### config.mk
export PLATFORM = sky130hd
export DESIGN_NAME = cpu_addr_decoder
export DESIGN_NICKNAME = d
export VERILOG_FILES = /design/src/rtl/cpu_dec_pkg.sv /design/src/rtl/addr_region_decode.sv /design/src/rtl/rom_bank_regs.sv /design/src/rtl/bus_return.sv /design/src/rtl/cpu_addr_decoder.sv
export SDC_FILE = /design/constraint.sdc
export NUM_CORES = 1
export LEC_CHECK = 0
export ABC_AREA = 1
export ABC_CLOCK_PERIOD_IN_PS = 1300
export CAP_MARGIN = 15
export CORE_MARGIN = 4
export CORE_UTILIZATION = 42
export CTS_CLUSTER_DIAMETER = 150
export CTS_CLUSTER_SIZE = 40
export DETAILED_ROUTE_END_ITERATION = 16
export DONT_BUFFER_PORTS = 1
export GPL_ROUTABILITY_DRIVEN = 0
export PLACE_DENSITY_LB_ADDON = 0.05
export SETUP_SLACK_MARGIN = 0.15
export SYNTH_ARGS = -nofsm -noshare
export SYNTH_HDL_FRONTEND = slang
export SYNTH_SLANG_ARGS = --single-unit
### constraint.sdc
create_clock -name clk -period 1.3 [get_ports clk]
set_input_delay 0.26 -clock clk [delete_from_list [all_inputs] [get_ports clk]]
set_output_delay 0.26 -clock clk [all_outputs]
set_load 0.005 [all_outputs]
### src/rtl/cpu_dec_pkg.sv
// Shared constants and types for the CPU bus address decoder.
// Assumes a 16-bit address bus and an 8-bit data bus.
package cpu_dec_pkg;
    localparam int CPU_AW  = 16;
    localparam int DATA_W  = 8;
    localparam int NUM_DEV = 6;

    // Device select bit positions
    localparam int SEL_RAM  = 0;
    localparam int SEL_VID  = 1;
    localparam int SEL_IO   = 2;
    localparam int SEL_EXP  = 3;
    localparam int SEL_WRAM = 4;
    localparam int SEL_ROM  = 5;

    // Region base addresses (each region ends at the next base)
    localparam logic [CPU_AW-1:0] VID_BASE  = 16'h2000;
    localparam logic [CPU_AW-1:0] IO_BASE   = 16'h4000;
    localparam logic [CPU_AW-1:0] EXP_BASE  = 16'h4020;
    localparam logic [CPU_AW-1:0] WRAM_BASE = 16'h6000;
    localparam logic [CPU_AW-1:0] ROM_BASE  = 16'h8000;

    // Local address widths after folding mirrors
    localparam int RAM_AW  = 11;
    localparam int VID_IW  = 3;
    localparam int IO_IW   = 5;
    localparam int WIN_AW  = 13;
    localparam int NUM_WIN = 4;
    localparam int WIN_IW  = $clog2(NUM_WIN);

    typedef logic [CPU_AW-1:0]  cpu_addr_t;
    typedef logic [DATA_W-1:0]  data_t;
    typedef logic [NUM_DEV-1:0] dev_sel_t;
endpackage

### src/rtl/addr_region_decode.sv
// Combinational region decode: classifies a CPU address into one device
// select and folds mirrors into local addresses.
// Assumes the regions in cpu_dec_pkg cover the whole address space in order.
module addr_region_decode
    import cpu_dec_pkg::*;
#(
    parameter bit EXP_PRESENT = 1'b0
) (
    input  logic              valid,
    input  cpu_addr_t         addr,
    output dev_sel_t          hit,
    output logic [RAM_AW-1:0] ram_addr,
    output logic [VID_IW-1:0] vid_idx,
    output logic [IO_IW-1:0]  io_idx,
    output logic [WIN_AW-1:0] win_off,
    output logic [WIN_IW-1:0] win_idx
);
    // Select exactly one region for a valid access; none when idle
    always_comb begin
        hit = '0;
        if (valid) begin
            if (addr < VID_BASE)        hit[SEL_RAM]  = 1'b1;
            else if (addr < IO_BASE)    hit[SEL_VID]  = 1'b1;
            else if (addr < EXP_BASE)   hit[SEL_IO]   = 1'b1;
            else if (addr < WRAM_BASE)  hit[SEL_EXP]  = EXP_PRESENT;
            else if (addr < ROM_BASE)   hit[SEL_WRAM] = 1'b1;
            else                        hit[SEL_ROM]  = 1'b1;
        end
    end

    // Fold mirrors: keep only the bits each device decodes
    always_comb begin
        ram_addr = addr[RAM_AW-1:0];
        vid_idx  = addr[VID_IW-1:0];
        io_idx   = addr[IO_IW-1:0];
        win_off  = addr[WIN_AW-1:0];
        win_idx  = addr[WIN_AW +: WIN_IW];
    end
endmodule

### src/rtl/rom_bank_regs.sv
// Page registers for the ROM windows and the physical ROM address former.
// Assumes PAGE_W >= 2. The reset pages put the two upper windows on the
// last two pages, so the reset vector lands in the last page.
module rom_bank_regs
    import cpu_dec_pkg::*;
#(
    parameter int PAGE_W = 6
) (
    input  logic                     clk,
    input  logic                     rst_n,
    input  logic                     wr_en,
    input  logic [WIN_IW-1:0]        wr_win,
    input  logic [PAGE_W-1:0]        wr_page,
    input  logic [WIN_IW-1:0]        rd_win,
    input  logic [WIN_AW-1:0]        rd_off,
    output logic [PAGE_W+WIN_AW-1:0] rom_addr
);
    localparam int NUM_PAGES = 1 << PAGE_W;

    logic [PAGE_W-1:0] page_q [NUM_WIN];

    for (genvar w = 0; w < NUM_WIN; w++) begin : g_win
        localparam int RST_I = (w < NUM_WIN/2) ? w : NUM_PAGES - NUM_WIN + w;
        // Hold one window's page; load on a matching bank write
        always_ff @(posedge clk) begin
            if (!rst_n)
                page_q[w] <= PAGE_W'(RST_I);
            else if (wr_en && (wr_win == WIN_IW'(w)))
                page_q[w] <= wr_page;
        end
    end

    // Physical address: page times window size plus offset
    always_comb rom_addr = {page_q[rd_win], rd_off};
endmodule

### src/rtl/bus_return.sv
// Read-data return path: muxes the selected device byte and keeps the
// last bus value for reads that no device answers.
// Assumes at most one hit bit is high.
module bus_return
    import cpu_dec_pkg::*;
(
    input  logic                    clk,
    input  logic                    rst_n,
    input  logic                    valid,
    input  logic                    wr,
    input  data_t                   wdata,
    input  dev_sel_t                hit,
    input  logic [NUM_DEV*DATA_W-1:0] dev_rdata,
    output data_t                   rdata
);
    data_t last_q;
    data_t pick [NUM_DEV+1];

    // Chain of muxes: default is the held bus value
    assign pick[0] = last_q;
    for (genvar k = 0; k < NUM_DEV; k++) begin : g_pick
        assign pick[k+1] = hit[k] ? dev_rdata[k*DATA_W +: DATA_W] : pick[k];
    end
    assign rdata = pick[NUM_DEV];

    // Remember what last travelled on the data bus
    always_ff @(posedge clk) begin
        if (!rst_n)
            last_q <= '0;
        else if (valid)
            last_q <= wr ? wdata : rdata;
    end
endmodule

### src/rtl/cpu_addr_decoder.sv
// Top of the CPU bus address decoder: region decode, banked ROM address,
// write strobe gating and read-data return.
// Assumes one access per cycle qualified by cpu_valid.
module cpu_addr_decoder
    import cpu_dec_pkg::*;
#(
    parameter int PAGE_W      = 6,
    parameter bit EXP_PRESENT = 1'b0
) (
    input  logic                     clk,
    input  logic                     rst_n,
    input  logic                     cpu_valid,
    input  logic                     cpu_wr,
    input  logic [15:0]              cpu_addr,
    input  logic [7:0]               cpu_wdata,
    input  logic                     bank_we,
    input  logic [1:0]               bank_win,
    input  logic [PAGE_W-1:0]        bank_page,
    input  logic [47:0]              dev_rdata,
    output logic [5:0]               dev_sel,
    output logic [10:0]              ram_addr,
    output logic [2:0]               vid_idx,
    output logic [4:0]               io_idx,
    output logic [12:0]              exp_addr,
    output logic [12:0]              wram_addr,
    output logic [PAGE_W+12:0]       rom_addr,
    output logic                     bus_we,
    output logic [7:0]               cpu_rdata
);
    logic [WIN_AW-1:0] win_off;
    logic [WIN_IW-1:0] win_idx;

    addr_region_decode #(.EXP_PRESENT(EXP_PRESENT)) u_dec (
        .valid    (cpu_valid),
        .addr     (cpu_addr),
        .hit      (dev_sel),
        .ram_addr (ram_addr),
        .vid_idx  (vid_idx),
        .io_idx   (io_idx),
        .win_off  (win_off),
        .win_idx  (win_idx)
    );

    rom_bank_regs #(.PAGE_W(PAGE_W)) u_bank (
        .clk      (clk),
        .rst_n    (rst_n),
        .wr_en    (bank_we),
        .wr_win   (bank_win),
        .wr_page  (bank_page),
        .rd_win   (win_idx),
        .rd_off   (win_off),
        .rom_addr (rom_addr)
    );

    bus_return u_ret (
        .clk       (clk),
        .rst_n     (rst_n),
        .valid     (cpu_valid),
        .wr        (cpu_wr),
        .wdata     (cpu_wdata),
        .hit       (dev_sel),
        .dev_rdata (dev_rdata),
        .rdata     (cpu_rdata)
    );

    // Local offsets for the two 8 KB regions
    assign exp_addr  = win_off;
    assign wram_addr = win_off;

    // Writes reach every region except ROM
    assign bus_we = cpu_valid && cpu_wr && !(cpu_addr >= ROM_BASE);
endmodule

Yosys cells after proc, flatten, opt, wreduce, memory -nomap -nowiden
Memories as Yosys holds them, arrays and structs flattened.
Index checks and enable logic that the tools add are counted.
W data, S select, Z words.
Word-level totals
  bits in registers: 8
  RAM bits: 24
  input port bits: 85
  output and inout bits: 79
  logic and storage cells: 57
  memories: 1
Operators by class
  order comparisons: 6
  eq/ne operators: 3
  mux-type cells: 34
  bitwise gates (word level): 4
  reduce and logical (&&, ||, !) cells: 8
Memories
  u_bank.page_q: words 4, width 6, read ports 1, clocked after memory_dff 0, write ports 4, RTL line rom_bank_regs.sv:20  | logic [PAGE_W-1:0] page_q [NUM_WIN];
Operators by type and width (number)
  $mux W8: 7
  $lt A16 B15 Y1 const B: 3
  $mux W6: 5
  $mux W1: 18
  $ge A16 B16 Y1 const B: 1
  $lt A16 B14 Y1 const B: 1
  $lt A16 B16 Y1 const B: 1
  $logic_and A1 B1 Y1: 6
  $mux W5: 1
  $eq A2 B2 Y1 const B: 2
  $mux W4: 1
  $or A1 B1 Y1: 4
  $mux W3: 1
  $eq A2 B1 Y1 const B: 1
  $logic_not A2 Y1: 1
  $mux W2: 1
  $logic_not A1 Y1: 1

Longest topological paths before layout
  depth after elaboration: 14
  mapped depth: 12
  mapped depth without buffers: 12

Hierarchy
A second synthesis with hierarchy kept.
Second synthesis, totals
  cells, all modules: 438
  area total of the unflattened synthesis: 2791.4 um^2
Modules (own cells, without submodules)
  rom_bank_regs: times used 1, cells an instance 156, area an instance 1301.2 um^2, sequential area each 720.7 um^2
  bus_return: times used 1, cells an instance 209, area an instance 1018.5 um^2, sequential area each 160.2 um^2
  addr_region_decode: times used 1, cells an instance 58, area an instance 364.1 um^2, sequential area each 0.0 um^2
  cpu_addr_decoder: times used 1, cells an instance 15, area an instance 107.6 um^2, sequential area each 0.0 um^2

Least setup slack after synthesis
OpenSTA, ideal clock, no wires.
  path type: input -> output
  start: input cpu_addr[14]
  end: output cpu_rdata[1]
  arrival: 1.105 ns
  required time: 1.040 ns
  slack: -0.065 ns
  cell stages on the path: 10
  buffers on the path: 1
  cell sequence: buf_4 > nor2_8 > nand3_2 > inv_1 > nand2_1 > nand3_1 > nand2_1 > nand3_1 > nand2_1 > nand2_1
Between the ends
  word-level cells in the longest chain between the ends: 9
  elaborated cells on any way between the ends: 21
  classes of those cells: 5 x order compare; 16 x mux
RTL lines
  start, declared: RTL line cpu_addr_decoder.sv:14  | input logic [15:0] cpu_addr,
  $lt A16 B14 Y1: RTL line addr_region_decode.sv:22  | if (addr < VID_BASE) hit[SEL_RAM] = 1'b1;
  $mux W1: RTL line addr_region_decode.sv:22
  $mux W6: RTL line addr_region_decode.sv:21  | if (valid) begin
  net dev_sel[0]: RTL line cpu_addr_decoder.sv:20  | output logic [5:0] dev_sel,
  $mux W8 (6 in series): RTL line bus_return.sv:22  | assign pick[k+1] = hit[k] ? dev_rdata[k*DATA_W +: DATA_W] : pick[k];
  end, declared: RTL line cpu_addr_decoder.sv:28  | output logic [7:0] cpu_rdata
The timed path passes the listed nets, and every way through them passes these cells.

Worst setup path in the final report
  start: register u_ret.last_q[6]
  end: output cpu_rdata[6]
Between the ends
  word-level cells in the longest chain between the ends: 6
RTL lines
  start, declared: RTL line bus_return.sv:16  | data_t last_q;
  start signal, assigned: RTL line bus_return.sv:31  | last_q <= wr ? wdata : rdata;
  $mux W8 (6 in series): RTL line bus_return.sv:22
Every way passes these cells.

==> impl_results.md <==
- Run status: finished, violations left
- Violations in the final reports: setup timing
- Count of mapped cells out of synthesis: about 390
- Number of register bits inferred by synthesis: 32
- Wire per inst: 16.9 um
- Worst Slack Setup Final: -0.130 ns
- Worst flop-to-flop path startpoint: u_ret.last_q[4]$_SDFFE_PN0P_
- Crit path capture type: output pin
- Portion of total power attributed to the clock network: 34.9%
- Global-route total usage across every layer: 17.9%
- Maximum clock frequency: between 600 and 700 MHz
- Setup CP Type: reg -> out
- Number of unique standard cell types used by synthesis: 25
- Floorplan die area: about 7700 um2
- # Max-Cap Violations: 0
- TritonCTS clock tree: yes
- Clock tree root buffer cell: sky130_fd_sc_hd__clkbuf_8
- List of most frequent post-synthesis cells: sky130_fd_sc_hd__nand2_1, sky130_fd_sc_hd__buf_4, sky130_fd_sc_hd__nor2_1, sky130_fd_sc_hd__inv_1, sky130_fd_sc_hd__edfxtp_1
- Maximum vdd ir drop: 518 uV
- Cell row count: 28
- Launch point of the critical path: u_ret.last_q[6]$_SDFFE_PN0P_
- First-pass GRT wire length: 10.5 mm
- Mapped cell area: 2680 um2
- Placement Cell Area: 2470 um2
- Most repeated cell in the gate-level netlist after synthesis: sky130_fd_sc_hd__nand2_1
- Synth Flop Type: sky130_fd_sc_hd__edfxtp_1
- Antenna violations before repair: 0
- Area taken by flip-flops and latches: 891 um2
- Die span in y: between 80 and 90 um
- IO Port Bufs: 0
- Power per unit of standard cell area: 934 nW/um2
- Total Wirelength: 7.28 mm
- Clock Sinks: 32
- Internal: 2.02 mW
- Total setup violations reported at the end of the flow: 9
- DIE WIDTH: 87.9 um
- Detailed-route via count: 2163
- Number of buffers added to fix hold violations after cts: 0
- Post-synthesis area per instance: 6.96 um2
- Largest net degree at the start of global routing: 21
- Worst R2R End: u_ret.last_q[4]$_SDFFE_PN0P_
- Fin crit share: 110%
- Buffer depth of the longest clock path: 2
- Via count of the first global-routing pass: 2062
- Post-detail-place hpwl: 5.63 mm
- Share of total power in sequential cells: 43.8%
- Leading area contributor after synthesis: sky130_fd_sc_hd__edfxtp_1
- Data arrival time of the critical path: about 1.2 ns
- Iteration count of the initial detailed-routing pass: 4
- Top area cells in the synthesized netlist: sky130_fd_sc_hd__edfxtp_1, sky130_fd_sc_hd__buf_4, sky130_fd_sc_hd__nand2_1
- Number of filler instances in the final layout: about 640
- Slack of the worst reg-to-reg path: 0 ns
- Async SR Flop Fraction: 0%
- Number of enable-type register cells in the synthesized netlist: 24
- Switching fraction of total power: between 20 and 30%
- Routed Antenna Nets: 0
- Final setup skew: 0 ns
- Highest fanout seen on the critical path: 2
- Logic gate share of total power: 21.3%
- Clock input transition at the sequential cells of the worst setup and hold paths: 0.07 ns
- Leakage power of the design: 1.36 nW
- Cell count of the worst reg-to-reg path: 12
- Top-level I/O count: 164
- Syn nets: 470
- Critical path endpoint: cpu_rdata[6]
- Insertion delay to the later sink of the worst-skew pair: 0.28 ns
- Seq/Total Area, Yosys: between 30% and 40%
- Area of combinational cells with multiple inputs: around 1400 um2
- Vias per inst: 5.02
- Placeable Area: 6060 um2
- DRC violation count after routing: 0
- Setup repair after global routing missed its margin: true
- P&R area growth vs syn: 10.3%
- Crit start category: flip-flop
- Total congestion overflow after global routing: 0
- Diode count: 0
- Ratio of cells with drive above 1 in the final layout: 40.4%
- Depth of the CTS H-tree: 2
- Final worst hold slack: between 0.15 and 0.2 ns
- CTS Buf Count: 5
- Total count of max-transition violations in the final report: 0
- Initial core utilization: 44.2%
- Net switching power of the design: 0.745 mW
- Design area: ~3000 um2
- Final Util: between 40% and 50%
- Total number of yosys warnings: 0
- Required time of the critical path: 1.04 ns
- Number of failing hold endpoints at the final stage: 0
- Post-layout minimum cycle time: roughly 1.4 ns
- Kind of path behind the tightest hold check: in -> reg
- Net count, final: 440
- Detailed router's first-iteration violation count: 112
- Area share of the largest cell type after synthesis: 26.9%
-- critical path, cell delays in order, from the launching register on --
cell and delay, ns:
sky130_fd_sc_hd__dfxtp_2 0.33, sky130_fd_sc_hd__nand2_2 0.08, sky130_fd_sc_hd__nand2_2 0.05, sky130_fd_sc_hd__nor2_2 0.10
sky130_fd_sc_hd__nand2_1 0.07, sky130_fd_sc_hd__nand3_2 0.07, sky130_fd_sc_hd__nand2_2 0.07, sky130_fd_sc_hd__nand2_2 0.08
sky130_fd_sc_hd__inv_1 0.05
-- layer usage --
layer / track usage (%) / part of all wire, % / vias to the layer above
met3: 5.17 / 8.9 / 2
met4: 3.07 / 0.11 / 0
met1: 24.4 / 44 / 963
li1: - / - / 1102
met5: 0 / 0 / -
met2: 28.6 / 47 / 96
-- power by group through the flow --
stage / combinational, mW / sequential [mW] / clock [mW]
after global placement: 0.444 / 1.22 / 0
after global routing: 0.652 / 1.22 / 1.03
after detailed placement: 0.445 / 1.22 / 0
final: 0.587 / 1.21 / 0.964
after floorplan: 0.496 / 1.21 / 0
after CTS: 0.515 / 1.21 / 0.986
-- cells by family after synthesis --
family	share of synthesized area, %
and+or+nand+nor	35.0
buffers and inverters	25.4
DFF	32.9
AOI/OAI and AO/OA	6.63
other	0.140
-- flip-flops by register name, summed over array words and instances, names as in the netlist --
register       flops
u_bank.page_q     24
u_ret.last_q       8
-- layout by cell type (no fill, tap or decap), types with 8 or more instances in the layout --
master / count
sky130_fd_sc_hd__nand2_1: 62
sky130_fd_sc_hd__nor2_1: 53
sky130_fd_sc_hd__inv_1: 35
sky130_fd_sc_hd__nand2_2: 34
sky130_fd_sc_hd__edfxtp_1: 24
sky130_fd_sc_hd__buf_4: 21
sky130_fd_sc_hd__nand4_1: 16
sky130_fd_sc_hd__inv_2: 12
sky130_fd_sc_hd__nand3_1: 11
sky130_fd_sc_hd__a21oi_2: 8
sky130_fd_sc_hd__dfxtp_2: 8
-- layout make-up --
type                       count  area share, %
sequential                    32           30.1
clock buffer                   8           4.10
inverter                      49           6.43
tap                           75           3.17
timing repair buffer          30           9.35
multi-input combinational    237           46.8
-- worst min-delay path by stage --
stage | startpoint | to | slack (ns) | cells past startpoint
after CTS | bank_page[2] | u_bank.page_q[2][2]$_SDFFCE_PN1P_ | 0.19 | 2
after floorplan | u_ret.last_q[0]$_SDFFE_PN0P_ | u_ret.last_q[0]$_SDFFE_PN0P_ | 0.46 | 2
after detailed placement | u_ret.last_q[1]$_SDFFE_PN0P_ | u_ret.last_q[1]$_SDFFE_PN0P_ | 0.47 | 2
final | bank_page[2] | u_bank.page_q[2][2]$_SDFFCE_PN1P_ | 0.20 | 2
after global routing | bank_page[3] | u_bank.page_q[2][3]$_SDFFCE_PN1P_ | 0.20 | 2
after global placement | u_ret.last_q[1]$_SDFFE_PN0P_ | u_ret.last_q[1]$_SDFFE_PN0P_ | 0.47 | 2
-- repair_timing --
action | 4_1_cts | 5_1_grt
buffers inserted | 5 | 5
endpoints found under the setup margin | 19 | 23
gates resized for setup | 53 | 48
pin swaps | 32 | 42
gates cloned | 2 | 0
-- stage by stage --
step	cells	power (mW)	setup WS [ns]	TNS, ns
3_3_place_gp	411	1.66	-0.138	-1.59
4_1_cts	426	2.71	-0.156	-0.902
6_report	431	2.76	-0.130	-0.720
5_1_grt	431	2.90	-0.234	-1.60
2_1_floorplan	385	1.71	-0.0619	-0.335
3_5_place_dp	411	1.67	-0.141	-1.62
Note: power is estimated with default switching activity, not from simulation.
